**config.mk**
```make
export PLATFORM = sky130hd
export DESIGN_NAME = gate_alu
export DESIGN_NICKNAME = d
export VERILOG_FILES = /design/src/rtl/alu_pkg.sv /design/src/rtl/alu_mux2.sv /design/src/rtl/alu_ripple_add.sv /design/src/rtl/alu_zero_detect.sv /design/src/rtl/gate_alu.sv
export SDC_FILE = /design/constraint.sdc
export NUM_CORES = 1
export LEC_CHECK = 0
export ABC_AREA = 0
export BUFFER_PORTS_ARGS = -buffer_cell sky130_fd_sc_hd__buf_4
export CORE_ASPECT_RATIO = 1.4
export CORE_MARGIN = 1
export CORE_UTILIZATION = 30
export DETAILED_ROUTE_END_ITERATION = 8
export GPL_ROUTABILITY_DRIVEN = 0
export GPL_TIMING_DRIVEN = 0
export PLACE_DENSITY = 0.63
export REMOVE_ABC_BUFFERS = 1
export SLEW_MARGIN = 5
export SYNTH_ARGS = -nofsm -noshare
export SYNTH_HDL_FRONTEND = slang
export SYNTH_SLANG_ARGS = --single-unit
```
**constraint.sdc**
```tcl
create_clock -name vclk -period 21
set_clock_uncertainty 0.15 [all_clocks]
set_input_delay 2.1 -clock vclk [all_inputs]
set_output_delay 2.1 -clock vclk [all_outputs]
set_load 0.05 [all_outputs]
```
**src/rtl/alu_pkg.sv**
```systemverilog
package alu_pkg;
  localparam int ALU_W = 32;
  localparam int OP_W  = 3;

  localparam logic [OP_W-1:0] OP_AND = 3'b000;
  localparam logic [OP_W-1:0] OP_OR  = 3'b001;
  localparam logic [OP_W-1:0] OP_ADD = 3'b010;
  localparam logic [OP_W-1:0] OP_UD3 = 3'b011;
  localparam logic [OP_W-1:0] OP_BEQ = 3'b100;
  localparam logic [OP_W-1:0] OP_UD5 = 3'b101;
  localparam logic [OP_W-1:0] OP_SUB = 3'b110;
  localparam logic [OP_W-1:0] OP_SLT = 3'b111;

  // bit of the opcode that negates B
  localparam int NEG_BIT = 2;
endpackage

```
**src/rtl/alu_mux2.sv**
```systemverilog
// W-bit 2-to-1 mux from AND/OR/NOT gates: y = sel ? d1 : d0
module alu_mux2 #(
  parameter int W = 32
) (
  input  logic [W-1:0] d0_i,
  input  logic [W-1:0] d1_i,
  input  logic         sel_i,
  output logic [W-1:0] y_o
);
  logic sel_n;
  not g_inv (sel_n, sel_i);

  for (genvar i = 0; i < W; i++) begin : g_bit
    logic t0, t1;
    and g_a0 (t0, d0_i[i], sel_n);
    and g_a1 (t1, d1_i[i], sel_i);
    or  g_o  (y_o[i], t0, t1);
  end
endmodule

```
**src/rtl/alu_ripple_add.sv**
```systemverilog
// Ripple-carry adder; exposes carry into and out of the MSB for overflow
module alu_ripple_add #(
  parameter int W = 32
) (
  input  logic [W-1:0] a_i,
  input  logic [W-1:0] b_i,
  input  logic         cin_i,
  output logic [W-1:0] sum_o,
  output logic         c_msb_in_o,
  output logic         c_msb_out_o
);
  logic [W:0] c;
  assign c[0] = cin_i;

  for (genvar i = 0; i < W; i++) begin : g_fa
    logic p, g, t;
    xor g_p (p, a_i[i], b_i[i]);
    xor g_s (sum_o[i], p, c[i]);
    and g_g (g, a_i[i], b_i[i]);
    and g_t (t, p, c[i]);
    or  g_c (c[i+1], g, t);
  end

  assign c_msb_in_o  = c[W-1];
  assign c_msb_out_o = c[W];
endmodule

```
**src/rtl/alu_zero_detect.sv**
```systemverilog
// OR chain followed by an inverter
module alu_zero_detect #(
  parameter int W = 32
) (
  input  logic [W-1:0] d_i,
  output logic         zero_o
);
  logic [W-1:0] acc;
  assign acc[0] = d_i[0];

  for (genvar i = 1; i < W; i++) begin : g_or
    or g_o (acc[i], acc[i-1], d_i[i]);
  end

  not g_n (zero_o, acc[W-1]);
endmodule

```
**src/rtl/gate_alu.sv**
```systemverilog
module gate_alu
  import alu_pkg::*;
#(
  parameter int W = ALU_W
) (
  input  logic [W-1:0]    a_i,
  input  logic [W-1:0]    b_i,
  input  logic [OP_W-1:0] op_i,
  output logic [W-1:0]    result_o,
  output logic            zero_o
);
  logic           neg;
  logic [W-1:0]   b_inv, b_eff;
  logic [W-1:0]   and_r, or_r, sum_r, slt_r;
  logic           c_in_msb, c_out_msb, ovf, lt;
  logic [W-1:0]   lane0, lane1, lane2, lane3, m_lo, m_hi;

  assign neg = op_i[NEG_BIT];

  // bitwise arrays
  for (genvar i = 0; i < W; i++) begin : g_bw
    not g_nb (b_inv[i], b_i[i]);
    and g_an (and_r[i], a_i[i], b_i[i]);
    or  g_or (or_r[i],  a_i[i], b_i[i]);
  end

  // B-negate mux; carry-in follows the same bit
  alu_mux2 #(.W(W)) u_bneg (
    .d0_i(b_i), .d1_i(b_inv), .sel_i(neg), .y_o(b_eff)
  );

  alu_ripple_add #(.W(W)) u_add (
    .a_i(a_i), .b_i(b_eff), .cin_i(neg), .sum_o(sum_r),
    .c_msb_in_o(c_in_msb), .c_msb_out_o(c_out_msb)
  );

  // signed less-than: sign of difference corrected by overflow
  xor g_ovf (ovf, c_in_msb, c_out_msb);
  xor g_lt  (lt, sum_r[W-1], ovf);
  assign slt_r = {{(W-1){1'b0}}, lt};

  // per-lane pre-select by negate bit
  alu_mux2 #(.W(W)) u_l0 (.d0_i(and_r), .d1_i(sum_r), .sel_i(neg), .y_o(lane0));
  alu_mux2 #(.W(W)) u_l1 (.d0_i(or_r),  .d1_i('0),    .sel_i(neg), .y_o(lane1));
  assign lane2 = sum_r;
  alu_mux2 #(.W(W)) u_l3 (.d0_i('0),    .d1_i(slt_r), .sel_i(neg), .y_o(lane3));

  // 4-to-1 from cascaded 2-to-1 cells on op_i[1:0]
  alu_mux2 #(.W(W)) u_m0 (.d0_i(lane0), .d1_i(lane1), .sel_i(op_i[0]), .y_o(m_lo));
  alu_mux2 #(.W(W)) u_m1 (.d0_i(lane2), .d1_i(lane3), .sel_i(op_i[0]), .y_o(m_hi));
  alu_mux2 #(.W(W)) u_m2 (.d0_i(m_lo),  .d1_i(m_hi),  .sel_i(op_i[1]), .y_o(result_o));

  alu_zero_detect #(.W(W)) u_zd (.d_i(result_o), .zero_o(zero_o));
endmodule

```
## Word-level counts from Yosys, hierarchy flattened

Index checks and enable logic that the tools add are counted.

- Add/subtract/negate cells: 0
- Multipliers: 0
- Div/mod/pow operators: 0
- Order comparisons: 0
- Equality and inequality tests: 0
- Shift-type cells: 0
- Multiplexer cells: 0
- Bitwise operators: 744
- Reduce and logical (&&, ||, !) cells: 0

Operators by type and width:

| cell | count |
|---|---|
| 1-bit AND | 418 |
| 1-bit OR | 224 |
| 1-bit XOR | 66 |
| 1-bit NOT | 36 |

- Bits in registers: 0
- Bits in latches: 0
- RAM bits: 0
- ROM bits: 0
- Input port bits: 67
- Output and inout port bits: 33
- Logic and storage cells: 744
- Memories kept: 0

## Logic depth before layout (Yosys ltp)

- Depth after elaboration: 107
- Gate-level depth with buffers: 41
- Depth with buffers taken out: 39

## Hierarchy

Synthesis repeated with hierarchy kept, for this count alone.

- Cells, all modules: 403
- Area, all modules: 5,108.6 um2

Modules (own cells, without submodules):

| module | instances | cells an instance | area an instance (um2) |
|---|---|---|---|
| alu_mux2 | 7 | 36 | 544.3 |
| alu_ripple_add | 1 | 42 | 678.2 |
| gate_alu | 1 | 98 | 548.0 |
| alu_zero_detect | 1 | 11 | 72.6 |

## Least setup slack after synthesis

OpenSTA, ideal clock, no wires.

- Path kind: input to output
- Start point: in op_i[2]
- End point: out zero_o
- Arrival: 16.456 ns
- Required time: 18.750 ns
- Setup slack: 2.294 ns
- Stages on the path: 41
- Path buffers: 2
- Cell sequence: buf_2 buf_1 xor2_1 fa_1 fa_1 fa_1 fa_1 fa_1 fa_1 fa_1 fa_1 fa_1 fa_1 fa_1 fa_1 fa_1 fa_1 fa_1 [... 5 more ...] fa_1 fa_1 fa_1 fa_1 fa_1 fa_1 fa_1 fa_1 fa_1 inv_1 fa_1 inv_1 fa_1 nor2b_1 mux2_2 or4_1 nor4_1 and4_1

RTL lines:

| what | RTL line | source |
|---|---|---|
| start, declared | gate_alu.sv:8 | `input logic [OP_W-1:0] op_i,` |
| 1-bit NOT | -- |  |
| 1-bit AND | alu_mux2.sv:15 | `and g_a0 (t0, d0_i[i], sel_n);` |
| 1-bit OR | alu_mux2.sv:17 | `or g_o (y_o[i], t0, t1);` |
| 1-bit XOR | alu_ripple_add.sv:17 | `xor g_p (p, a_i[i], b_i[i]);` |
| 1-bit AND | alu_ripple_add.sv:20 | `and g_t (t, p, c[i]);` |
| 1-bit OR | alu_ripple_add.sv:21 | `or g_c (c[i+1], g, t);` |
| 1-bit AND | alu_ripple_add.sv:20 |  |
| 1-bit OR | alu_ripple_add.sv:21 |  |
| [... 60 more ...] | -- |  |
| 1-bit OR | alu_mux2.sv:17 |  |
| 1-bit AND | alu_mux2.sv:15 |  |
| 1-bit OR | alu_mux2.sv:17 |  |
| 1-bit AND | alu_mux2.sv:15 |  |
| 1-bit OR (*) | alu_mux2.sv:17 |  |
| net result_o[31] | gate_alu.sv:9 | `output logic [W-1:0] result_o,` |
| 1-bit OR (*) | alu_zero_detect.sv:12 | `or g_o (acc[i], acc[i-1], d_i[i]);` |
| 1-bit NOT (*) | alu_zero_detect.sv:15 | `not g_n (zero_o, acc[W-1]);` |
| end, declared | gate_alu.sv:10 | `output logic zero_o` |

Mark *: on every way through the listed nets, which the timed path passes. The rest lies on a longest branch.

## Worst setup path after layout

- Start point: in op_i[2]
- End point: out zero_o

- Word-level cells in the longest chain between the ends: 107

Ends and longest elaborated chain:

| what | RTL line | source |
|---|---|---|
| 1-bit NOT | -- |  |
| 1-bit AND | alu_mux2.sv:15 |  |
| 1-bit OR | alu_mux2.sv:17 |  |
| 1-bit XOR | alu_ripple_add.sv:17 |  |
| 1-bit AND | alu_ripple_add.sv:20 |  |
| 1-bit OR | alu_ripple_add.sv:21 |  |
| 1-bit AND | alu_ripple_add.sv:20 |  |
| 1-bit OR | alu_ripple_add.sv:21 |  |
| [... 61 more ...] | -- |  |
| 1-bit XOR | gate_alu.sv:39 | `xor g_lt (lt, sum_r[W-1], ovf);` |
| 1-bit AND (2 in a row) | alu_mux2.sv:16 | `and g_a1 (t1, d1_i[i], sel_i);` |
| 1-bit OR | alu_mux2.sv:17 |  |
| 1-bit AND | alu_mux2.sv:16 |  |
| 1-bit OR | alu_mux2.sv:17 |  |
| 1-bit OR (30 in a row) | alu_zero_detect.sv:12 |  |
| 1-bit OR (*) | alu_zero_detect.sv:12 |  |
| 1-bit NOT (*) | alu_zero_detect.sv:15 |  |

Mark *: on every way between the ends. The rest lies on a longest branch, timed or not.

==> flow_summary.toml <==
[run_status]
status = "finished clean"

[clocking]
cts_resized = 0
post_cts_buffers = 0
cts_hold_buf = 0

[sta]
setup_tns_ns = 0
worst_pin_slew_ns = 0.880
finalCritPeriodShare = 0.917
drv_slew = 0
fmax_mhz = 52.0
setup_violations = 0
slew-limit-headroom = 0.412
grt_setup_unrepaired = "no"
hold_viol = 0
min_period_ns = 19.25

[cells_and_area]
sequential_cell_total = 0
design_area_um2 = 2660
drive_above_1_share = 0.452
clockBufferCount = 0
synthToLayoutAreaGrowth_pct = 40.1
antenna-diode-count = 0
regArea_um2 = 0
final_nets = 373

[worst_setup_path]
slowest_delay_ns = 0.58
crit_path_start_kind = "input pin"
crit_path_frequent_cell = "fa_1"
path_class = "input pin to output port"
cp-end-kind = "output port"
required_ns = 18.75
critPathMaxFanout = 35
cp_slowest_cell = "or4_1"
cp.arrival_ns = 17.00

[placed_design]
portBuffers = 100
dpl.hpwl_um = 3810
place_area_um2 = 2660

[power_and_ir_drop]
ir_drop_mv = 0.0294
p_per_area_nw_per_um2 = 46.3
p_leak_nw = 1.16

[floorplan]
ios = 100
dieArea_um2 = 6650
row_count = 33
die_y_um = 96.1
start_util = 0.317
die_width_um = 69.2
core_um2 = 5990

[yosys]
ys_seq_area_frac = 0
synth.largest_area_cell = "fa_1"
ys_types = 29
synth_top_area_frac = 0.338
netlist_area_um2 = 1900
synthCells = 184
synth_top_cells_by_area = "fa_1 (34%), xor2_1 (14%), maj3_1 (13%)"
yosysWarnings = 0
syn_area_per_cell_um2 = 10.3

[grt]
antenna_found_initial = 0
grt_pass1_vias = 1709
grt_max_degree = 53
grt-ovfl-total = 0
grt_pass1_wl_um = 7910
grt_usage = 0.142

[detailed_routing]
drc = 0
wl_per_cell_um = 14.0
antenna_left = 0
wirelength_um = 4750
firstDrtPassIters = 2
drt_iter0_drc = 46
viasPerCell = 5.06
vias = 1722

[flow_run]
drv_cap = 0

[min_path]
holdCritPathClass = "input pin to output port"
-- cells by family (layout without fill, tap and decap cells) --
family,after synthesis,in the layout,synth area share
mux,15,15,0.0890
buf+inv,19,105,0.0540
xor+xnor,31,31,0.143
simple gates,32,32,0.103
compound gates,22,22,0.0923
fa+ha+maj,65,65,0.518
-- path summary, 6_finish.rpt --
kind | start | endpoint | slack [ns] | cells past startpoint
setup / recovery | op_i[2] | zero_o | 1.75 | 41
hold / removal | op_i[1] | result_o[0] | 4.59 | 4
-- cell usage after synthesis (all sizes together) --
cell and number:
a31oi 1, clkbuf 3, nor4 3, a22o 15
xnor2 1, ha 2, nand2 3, nor2 2
nor3b 1, mux2 15, or4 5, nor2b 14
xor2 30, and4 1, maj3 31, o211ai 1
o21ai 3, fa 32, a21oi 1, o21ba 1
inv 5, nor3 1, nand2b 2, buf 11
-- cell type report --
type	instances	area, um2
multi-input cells	165	1800
fillers	620	3330
well taps	70	87.6
repair buffers	100	751
inverters	5	18.8
-- worst max-delay path: cells and delay by family --
kind	cells	cell delay, ns
xor+xnor	1	0.17
fa+ha+maj	31	12.31
buf+inv	4	0.81
mux	1	0.29
simple gates	4	1.28
-- metal layers --
layer	vias up	share of wire	global-route usage
met5	-	0	0
met4	0	0	0
met3	0	0.042	0.00524
met2	58	0.54	0.278
met1	850	0.41	0.184
li1	814	-	-
-- report_power, final --
part           switching, mW  internal (mW)
Combinational         0.0738         0.0495
Clock                      0              0
Sequential                 0              0
-- layout by cell type, fill, tap and decap left out, drive strengths merged --
master and count:
ha 2, fa 32, nor4 3, nor2b 14, o21ai 3, mux2 15, buf 100, a21oi 1
nor3b 1, a22o 15, or4 5, nand2 3, nor2 2, xor2 30, and4 1, o211ai 1
xnor2 1, nand2b 2, o21ba 1, maj3 31, a31oi 1, inv 5, nor3 1
-- stage by stage --
step | hold slack, ns | total power [mW] | setup WS, ns | cells | util
6_report | 4.59 | 0.123 | 1.75 | 340 | 0.444
5_1_grt | 4.62 | 0.135 | 1.07 | 340 | 0.444
4_1_cts | 4.59 | 0.125 | 1.64 | 340 | 0.444
3_5_place_dp | 4.58 | 0.125 | 1.71 | 340 | 0.444
3_3_place_gp | 4.58 | 0.123 | 1.73 | 340 | 0.443
2_1_floorplan | 4.42 | 0.0826 | 2.77 | 170 | -
Power figures use the tool's default switching activity.
